### config.mk
export PLATFORM = sky130hd
export DESIGN_NAME = bldc_commutator
export DESIGN_NICKNAME = d
export VERILOG_FILES = /design/src/rtl/bldc_comm_pkg.sv /design/src/rtl/bldc_comm_timer.sv /design/src/rtl/bldc_phase_seq.sv /design/src/rtl/bldc_pwm_gate.sv /design/src/rtl/bldc_commutator.sv
export SDC_FILE = /design/constraint.sdc
export NUM_CORES = 1
export LEC_CHECK = 0
export BUFFER_PORTS_ARGS = -buffer_cell sky130_fd_sc_hd__buf_2
export CAP_MARGIN = 5
export CORE_MARGIN = 2
export CORE_UTILIZATION = 55
export DETAILED_ROUTE_END_ITERATION = 16
export PLACE_DENSITY = 0.74
export RECOVER_POWER = 50
export SETUP_SLACK_MARGIN = 0.05
export SLEW_MARGIN = 40
export SYNTH_ARGS = -nofsm -noshare
export SYNTH_HDL_FRONTEND = slang
export SYNTH_HIERARCHICAL = 1
export SYNTH_SLANG_ARGS = --single-unit
### constraint.sdc
create_clock -name clk -period 6.5 [get_ports clk]
set_clock_uncertainty 0.05 [all_clocks]
set_input_delay 0.325 -clock clk [delete_from_list [all_inputs] [get_ports clk]]
set_output_delay 0.325 -clock clk [all_outputs]
set_load 0.005 [all_outputs]
### src/rtl/bldc_comm_pkg.sv
package bldc_comm_pkg;

   localparam int unsigned DRV_W     = 8;
   localparam int unsigned STAT_W    = 2;
   localparam int unsigned LEG_CNT   = 3;
   localparam int unsigned NUM_STEPS = 6;
   localparam int unsigned IDX_W     = 3;

   typedef logic [IDX_W-1:0] step_idx_t;
   typedef logic [DRV_W-1:0] drv_word_t;

   // Upper switches sit on the odd bits of each leg pair (A:1, B:3, C:5).
   function automatic drv_word_t upper_bits();
      drv_word_t m;
      m = '0;
      for (int l = 0; l < int'(LEG_CNT); l++) begin
         m[2*l+1] = 1'b1;
      end
      return m;
   endfunction

   localparam drv_word_t UPPER_MASK = upper_bits();
   localparam drv_word_t CHOP_MASK  = ~UPPER_MASK;

   // Step index to bridge word: one upper and one lower switch per step.
   function automatic drv_word_t step_word(input step_idx_t idx);
      drv_word_t w;
      unique case (idx)
         3'd6:    w = 8'h21;
         3'd5:    w = 8'h24;
         3'd4:    w = 8'h06;
         3'd3:    w = 8'h12;
         3'd2:    w = 8'h18;
         3'd1:    w = 8'h09;
         default: w = 8'h00;
      endcase
      return w;
   endfunction

endpackage

### src/rtl/bldc_comm_timer.sv
module bldc_comm_timer #(
   parameter int unsigned TMR_W = 16
) (
   input  logic             clk,
   input  logic             rst_n,
   input  logic [TMR_W-1:0] period_i,
   input  logic             clr_en_i,
   output logic             match_o,
   output logic             commute_o
);

   if (TMR_W < 2) begin : g_bad_width
      $error("bldc_comm_timer: TMR_W must be at least 2");
   end

   logic [TMR_W-1:0] period_q;
   logic [TMR_W-1:0] tmr_q;

   always_ff @(posedge clk or negedge rst_n) begin
      if (!rst_n) begin
         period_q <= '1;
      end else begin
         period_q <= period_i;
      end
   end

   assign match_o   = (tmr_q == period_q);
   assign commute_o = match_o && clr_en_i;

   always_ff @(posedge clk or negedge rst_n) begin
      if (!rst_n) begin
         tmr_q <= '0;
      end else if (commute_o) begin
         tmr_q <= '0;
      end else begin
         tmr_q <= tmr_q + 1'b1;
      end
   end

   assert_clear_on_step_R3 : assert property (@(posedge clk) disable iff (!rst_n)
      commute_o |=> (tmr_q == '0));

   assert_no_clear_frozen_R4 : assert property (@(posedge clk) disable iff (!rst_n)
      (match_o && !clr_en_i) |=> (tmr_q == $past(tmr_q) + 1'b1));

   assert_single_pulse_R10 : assert property (@(posedge clk) disable iff (!rst_n)
      (commute_o && (period_i != '0)) |=> !commute_o);

endmodule

### src/rtl/bldc_phase_seq.sv
module bldc_phase_seq
   import bldc_comm_pkg::*;
(
   input  logic                 clk,
   input  logic                 rst_n,
   input  logic                 advance_i,
   output drv_word_t            word_o,
   output logic [IDX_W-1:0]     phase_o
);

   localparam step_idx_t TOP_IDX = step_idx_t'(NUM_STEPS);

   step_idx_t idx_q;
   step_idx_t idx_nxt;
   drv_word_t word_q;
   logic      started_q;

   assign idx_nxt = (idx_q == step_idx_t'(1)) ? TOP_IDX : idx_q - step_idx_t'(1);

   always_ff @(posedge clk or negedge rst_n) begin
      if (!rst_n) begin
         idx_q     <= TOP_IDX;
         word_q    <= '0;
         started_q <= 1'b0;
      end else if (advance_i) begin
         idx_q     <= idx_nxt;
         word_q    <= step_word(idx_nxt);
         started_q <= 1'b1;
      end
   end

   assign word_o  = word_q;
   assign phase_o = started_q ? (step_idx_t'(NUM_STEPS + 1) - idx_q) : '0;

   assert_index_range_R2 : assert property (@(posedge clk) disable iff (!rst_n)
      (idx_q >= step_idx_t'(1)) && (idx_q <= TOP_IDX));

   assert_switch_pair_R2 : assert property (@(posedge clk) disable iff (!rst_n)
      started_q |-> ($countones(word_q) == 2));

   assert_word_changes_R2 : assert property (@(posedge clk) disable iff (!rst_n)
      advance_i |=> (word_q != $past(word_q)));

endmodule

### src/rtl/bldc_pwm_gate.sv
module bldc_pwm_gate
   import bldc_comm_pkg::*;
#(
   parameter int unsigned PWM_W         = 8,
   parameter int unsigned FULL_ON_LEVEL = 253
) (
   input  logic              clk,
   input  logic              rst_n,
   input  logic [PWM_W-1:0]  duty_i,
   input  logic              force_on_i,
   input  logic [STAT_W-1:0] status_i,
   input  drv_word_t         word_i,
   output drv_word_t         bridge_o,
   output logic              drive_on_o
);

   localparam int unsigned PWM_MAX = (1 << PWM_W) - 1;

   if (PWM_W < 2 || PWM_W > 16) begin : g_bad_width
      $error("bldc_pwm_gate: PWM_W out of range");
   end
   if (FULL_ON_LEVEL > PWM_MAX) begin : g_bad_level
      $error("bldc_pwm_gate: FULL_ON_LEVEL exceeds counter range");
   end

   logic [PWM_W-1:0] duty_q;
   logic [PWM_W-1:0] cnt_q;
   logic [PWM_W:0]   sum;
   logic             carry;
   logic             full_on;
   drv_word_t        gated;

   always_ff @(posedge clk or negedge rst_n) begin
      if (!rst_n) begin
         duty_q <= '0;
         cnt_q  <= '0;
      end else begin
         duty_q <= duty_i;
         cnt_q  <= cnt_q + 1'b1;
      end
   end

   assign sum   = {1'b0, duty_q} + {1'b0, cnt_q};
   assign carry = sum[PWM_W];

   // The bypass vanishes when the level sits at the top of the counter range.
   if (FULL_ON_LEVEL == PWM_MAX) begin : g_no_full_on
      assign full_on = 1'b0;
   end else begin : g_full_on
      assign full_on = (duty_q > PWM_W'(FULL_ON_LEVEL));
   end

   assign drive_on_o = force_on_i || full_on || carry;
   assign gated      = drive_on_o ? word_i : (word_i & CHOP_MASK);
   assign bridge_o   = {status_i, gated[DRV_W-STAT_W-1:0]};

   assert_counter_step_R5 : assert property (@(posedge clk) disable iff (!rst_n)
      1'b1 |=> (cnt_q == $past(cnt_q) + 1'b1));

   assert_off_drops_upper_R6 : assert property (@(posedge clk) disable iff (!rst_n)
      !drive_on_o |-> ((bridge_o & UPPER_MASK) == '0));

   assert_full_on_unmasked_R7 : assert property (@(posedge clk) disable iff (!rst_n)
      full_on |-> (bridge_o[DRV_W-STAT_W-1:0] == word_i[DRV_W-STAT_W-1:0]));

   assert_force_on_R9 : assert property (@(posedge clk) disable iff (!rst_n)
      force_on_i |-> drive_on_o);

endmodule

### src/rtl/bldc_commutator.sv
module bldc_commutator
   import bldc_comm_pkg::*;
#(
   parameter int unsigned TMR_W         = 16,
   parameter int unsigned PWM_W         = 8,
   parameter int unsigned FULL_ON_LEVEL = 253
) (
   input  logic              clk,
   input  logic              rst_n,
   input  logic [TMR_W-1:0]  period_i,
   input  logic [PWM_W-1:0]  duty_i,
   input  logic              clr_en_i,
   input  logic              force_on_i,
   input  logic [STAT_W-1:0] status_i,
   output logic [DRV_W-1:0]  bridge_o,
   output logic [IDX_W-1:0]  phase_o,
   output logic              drive_on_o,
   output logic              commute_o,
   output logic              match_o
);

   drv_word_t step_word_w;
   logic      step_pulse;

   bldc_comm_timer #(
      .TMR_W     (TMR_W)
   ) u_timer (
      .clk       (clk),
      .rst_n     (rst_n),
      .period_i  (period_i),
      .clr_en_i  (clr_en_i),
      .match_o   (match_o),
      .commute_o (step_pulse)
   );

   bldc_phase_seq u_seq (
      .clk       (clk),
      .rst_n     (rst_n),
      .advance_i (step_pulse),
      .word_o    (step_word_w),
      .phase_o   (phase_o)
   );

   bldc_pwm_gate #(
      .PWM_W         (PWM_W),
      .FULL_ON_LEVEL (FULL_ON_LEVEL)
   ) u_pwm (
      .clk        (clk),
      .rst_n      (rst_n),
      .duty_i     (duty_i),
      .force_on_i (force_on_i),
      .status_i   (status_i),
      .word_i     (step_word_w),
      .bridge_o   (bridge_o),
      .drive_on_o (drive_on_o)
   );

   assign commute_o = step_pulse;

   assert_step_needs_enable_R4 : assert property (@(posedge clk) disable iff (!rst_n)
      !clr_en_i |=> $stable(phase_o));

endmodule

; ---- After elaboration in Yosys (flattened, before gate mapping)
; Index checks and enable logic that the tools add are counted.
[word_totals]
reg_bits = 58
latch_bits = 0
ramBits = 0
rom_bits = 0
out_inout_bits = 14
mem_count = 0
[classes]
addsub = 5
multipliers = 0
n_div = 0
order_cmp = 1
n_eq_ne = 8
shift = 0
n_mux = 5
bitwise_logic = 0
n_reduce_logical = 3
[op_table]
columns = op, n
row1 = $pmux W6 S6, 1
row2 = $add A16 B1 Y16 const B, 1
row3 = $eq A16 B16 Y1, 1
row4 = $mux W16, 1
row5 = $add A8 B8 Y9, 1
row6 = $eq A3 B3 Y1 const B, 3
row7 = $add A8 B1 Y8 const B, 1
row8 = $gt A8 B8 Y1 const B, 1
row9 = $eq A3 B1 Y1 const B, 2
row10 = $eq A3 B2 Y1 const B, 2
row11 = $mux W3, 2
row12 = $mux W6, 1
row13 = $sub A3 B1 Y3 const B, 1
row14 = $sub A3 B3 Y3 const A, 1
row15 = $logic_or A1 B1 Y1, 2
row16 = $logic_and A1 B1 Y1, 1

; ---- Depth between registers and ports, before layout
[logic_depth]
ltp_word = 4
mapped_depth = 9
ltp_nobuf = 7

; ---- Cells and area by module
; Netlist, hierarchy kept.
[modules_own_cells]
columns = module, instances, cells_per_inst, area_per_inst_um2, seq_area_each_um2
row1 = bldc_comm_timer, 1, 114, 1423.9, 820.8
row2 = bldc_pwm_gate, 1, 63, 747.0, 400.4
row3 = bldc_phase_seq, 1, 62, 583.1, 252.7

; ---- Worst setup path after synthesis
; OpenSTA, ideal clock, no wires.
[synth_path]
path_type = register to register
from = register u_timer.period_q[10]
to = register u_seq.word_q[5], in the netlist u_seq/word_o[5]
arrival_ps = 1939
required_time_ps = 6324
path_slack_ps = 4384
path_stages_with_launch = 9
path_buffers = 1
period_less_slack_ps = 2116
path_cell_list = dfstp_2 xnor2_1 nand4_1 nor4_4 and2_1 buf_2 nand2_1 nor3_1 nor2_1
[synth_between]
elab_chain_cells = 2
[synth_lines]
columns = element, line_no
row1 = start: declaration, bldc_comm_timer.sv:16  ; logic [TMR_W-1:0] period_q;
row2 = start signal: assignment, bldc_comm_timer.sv:23  ; period_q <= period_i;
row3 = $eq A16 B16 Y1, bldc_comm_timer.sv:27  ; assign match_o = (tmr_q == period_q);
row4 = $logic_and A1 B1 Y1, bldc_comm_timer.sv:28  ; assign commute_o = match_o && clr_en_i;
row5 = named net commute_o, bldc_commutator.sv:18  ; output logic commute_o,
row6 = end signal: assignment, bldc_phase_seq.sv:27  ; word_q <= step_word(idx_nxt);
row7 = end: declaration, bldc_phase_seq.sv:15  ; drv_word_t word_q;
; The timed path passes the listed nets, and every way through them passes these cells.
; A chain may end at the register's enable or synchronous reset.

==> summary.md <==
| Metric | Value |
|---|---|
| Core Box Area | 0.00475 mm^2 |
| H-Tree Depth | 3 |
| RR Endpoint | u_seq/word_o[3] |
| First-pass GRT wire length | 8110 um |
| CP Class | input pin to asynchronous set/reset pin |
| Slew headroom | -37.8% |
| Setup TNS | 0 ns |
| WL/cell | 14.2 um |
| Die Width | 74.5 um |
| Cells after synthesis | 236 |
| Sequential share of power | 47.7% |
| Worst ir drop on vdd | 180 uV |
| R2R cell count | 7 |
| Status | finished with violations |
| CP startpoint kind | input pin |
| Initial antenna violation count | 0 |
| Die H | 74.5 um |
| Hold path cells | 1 |
| TritonRoute pass-1 iters | 4 |
| Post-layout min period | 3.14 ns |
| Layout cells sized above 1 | 28.8% |
| Clk_lat worst skew | 0.33 ns |
| Hold path startpoint | period_i[5] |
| Crit-path most repeated cell | clkbuf_1 |
| Mean post-synth cell area | 11.6 um^2 |
| Top sig layer | met4 |
| Crit. End Element | asynchronous set/reset pin |
| Finished Cell Area | 0.00318 mm^2 |
| Worst-path cell chain | dlygate4sd3_1 -> clkbuf_1 -> clkbuf_1 |
| Vias in the first global route | 1678 |
| Internal power | 0.000645 W |
| Max incr delay on CP | 1.55 ns |
| IO Pins | 44 |
| Row Count | 25 |
| Multi-input logic area | 0.00114 mm^2 |
| Die area | 0.00555 mm^2 |
| Dpl hpwl | 3430 um |
| Clock sinks | 58 |
| Netlist Area Pre-Place | 0.00274 mm^2 |
| Violated checks | capacitance limit, slew limit |
| Clk buf depth | 2 |
| Worst-path maximum fanout | 41 |
| # DRC | 0 |
| MaxCap Viol Count | 1 |
| Via count | 1810 |
| Post-Syn Nets | 278 |
| Crit path DAT | 3.13 ns |
| DR WL met2 | 2230 um |
| Post-CTS setup buffer count | 0 |
| Clk pwr share | 46.8% |
| Register area | 0.00147 mm^2 |
| GRT Total Usage | 20.1% |
| Congestion Overflow GR | 0 |
| Slew Limit Fails | 42 |
| Final period util | 48.4% |
| Yosys warns | 6 |
| Most frequent cells in the layout | dfrtp_1, buf_2, xnor2_1 |
| Reg clk slew, reported paths | 0.06 ns |
| Final Hold Fails | 0 |
| Sw Pwr | 0.000173 W |
| Power Density | 257 mW/mm^2 |
| Sum of routed wire segments on met1 | 2390 um |
| Port Buffers | 39 |
| Pin count of the biggest net entering global routing | 42 |
| CTS buffer count | 9 |
| Syn-to-layout area delta | 16.4% |
| Leak | 1.40 nW |
| Slew at the pin with the worst max-slew slack | 2.07 ns |
| Worst EP required | 6.48 ns |
| Hold path endpoint | u_timer/period_q[5] |
| WL met3 | 246 um |
| Via-to-Cell Ratio | 5.20 |
| RSZ-0062 raised after global routing | no |
| Root Driver | clkbuf_8 |
| Final WL | 4940 um |
| Worst r2r src | u_timer/tmr_q[10] |
| Inserted Diodes | 0 |
| Starting DRT DRC Count | 95 |
| Post-place instance area | 0.00294 mm^2 |
| Logic pwr share | 5.4% |
| CTS Hold Buffers Added | 1 |
| Sw Share | 21.1% |
| Hold WC Path Type | input pin to flop |
| Layout fillers | 388 |
| Setup crit start | rst_n |
| Most common cell after layout, fill and taps aside | dfrtp_1 |
| # nets final | 318 |
| Endpoints failing setup | 0 |
| Peak Freq | 0.318 GHz |
| Starting density of the core | 57.5% |
| Gpl congestion | 0.798 |
| CTS tree | built |
| CTS resizes | 0 |
| DRT antenna net count | 0 |
| Max stage delay cell, worst path | clkbuf_1 |
| R2r setup slk | 4.13 ns |
-- state kept, by name (all words and copies together) (netlist names) --
name              flops
u_pwm/duty_q          8
u_seq/word_o          6
u_seq/idx_q           3
u_pwm/cnt_q           8
u_timer/period_q     16
u_timer/tmr_q        16
u_seq/started_q       1
-- power groups by stage --
stage          clock network, W  registers, W   logic, W
6_report               0.000383      0.000390  0.0000443
3_5_place_dp                  0      0.000397  0.0000447
4_1_cts                0.000393      0.000390  0.0000456
2_1_floorplan                 0      0.000393  0.0000266
5_1_grt                0.000410      0.000392  0.0000508
3_3_place_gp                  0      0.000396  0.0000445
-- worst max-delay path by stage --
| stage | end | cells after the start |
|---|---|---|
| after global routing | u_seq/word_o[4] | 3 |
| after CTS | commute_o | 5 |
| final | u_timer/tmr_q[3] | 3 |
| after floorplan | u_seq/word_o[5] | 8 |
| after detailed placement | u_seq/word_o[3] | 7 |
| after global placement | u_seq/word_o[3] | 7 |
-- per-layer routing --
layer / vias to the layer above / track usage [%]
met5: - / 0
met4: 0 / 6.75
met3: 6 / 7.86
met2: 39 / 28.1
met1: 866 / 28.7
li1: 899 / -
-- layout make-up --
type / instances / share of cell area (%)
repair buffers: 42 / 6.68
well taps: 67 / 2.63
clock inverters: 4 / 2.28
multi-input cells: 155 / 35.7
flip-flops and latches: 58 / 46.3
inverters: 10 / 1.18
clock buffers: 12 / 5.19
-- worst max-delay path: cells and delay by family --
family                 cells  cell delay (ns)
buffers and inverters      3             2.78
-- metrics by stage --
step	total power (W)	utilization (%)	setup slack, ns	hold slack, ns	cells
global route	0.000853	66.9	2.70	0.0103	348
finish	0.000817	66.9	3.36	0.0235	348
detailed placement	0.000441	61.9	4.13	0.226	331
CTS	0.000829	67.1	3.83	0.0198	348
global placement	0.000441	61.9	4.22	0.225	331
floorplan	0.000420	-	4.38	-0.0206	236
(Power assumes the default switching activity.)
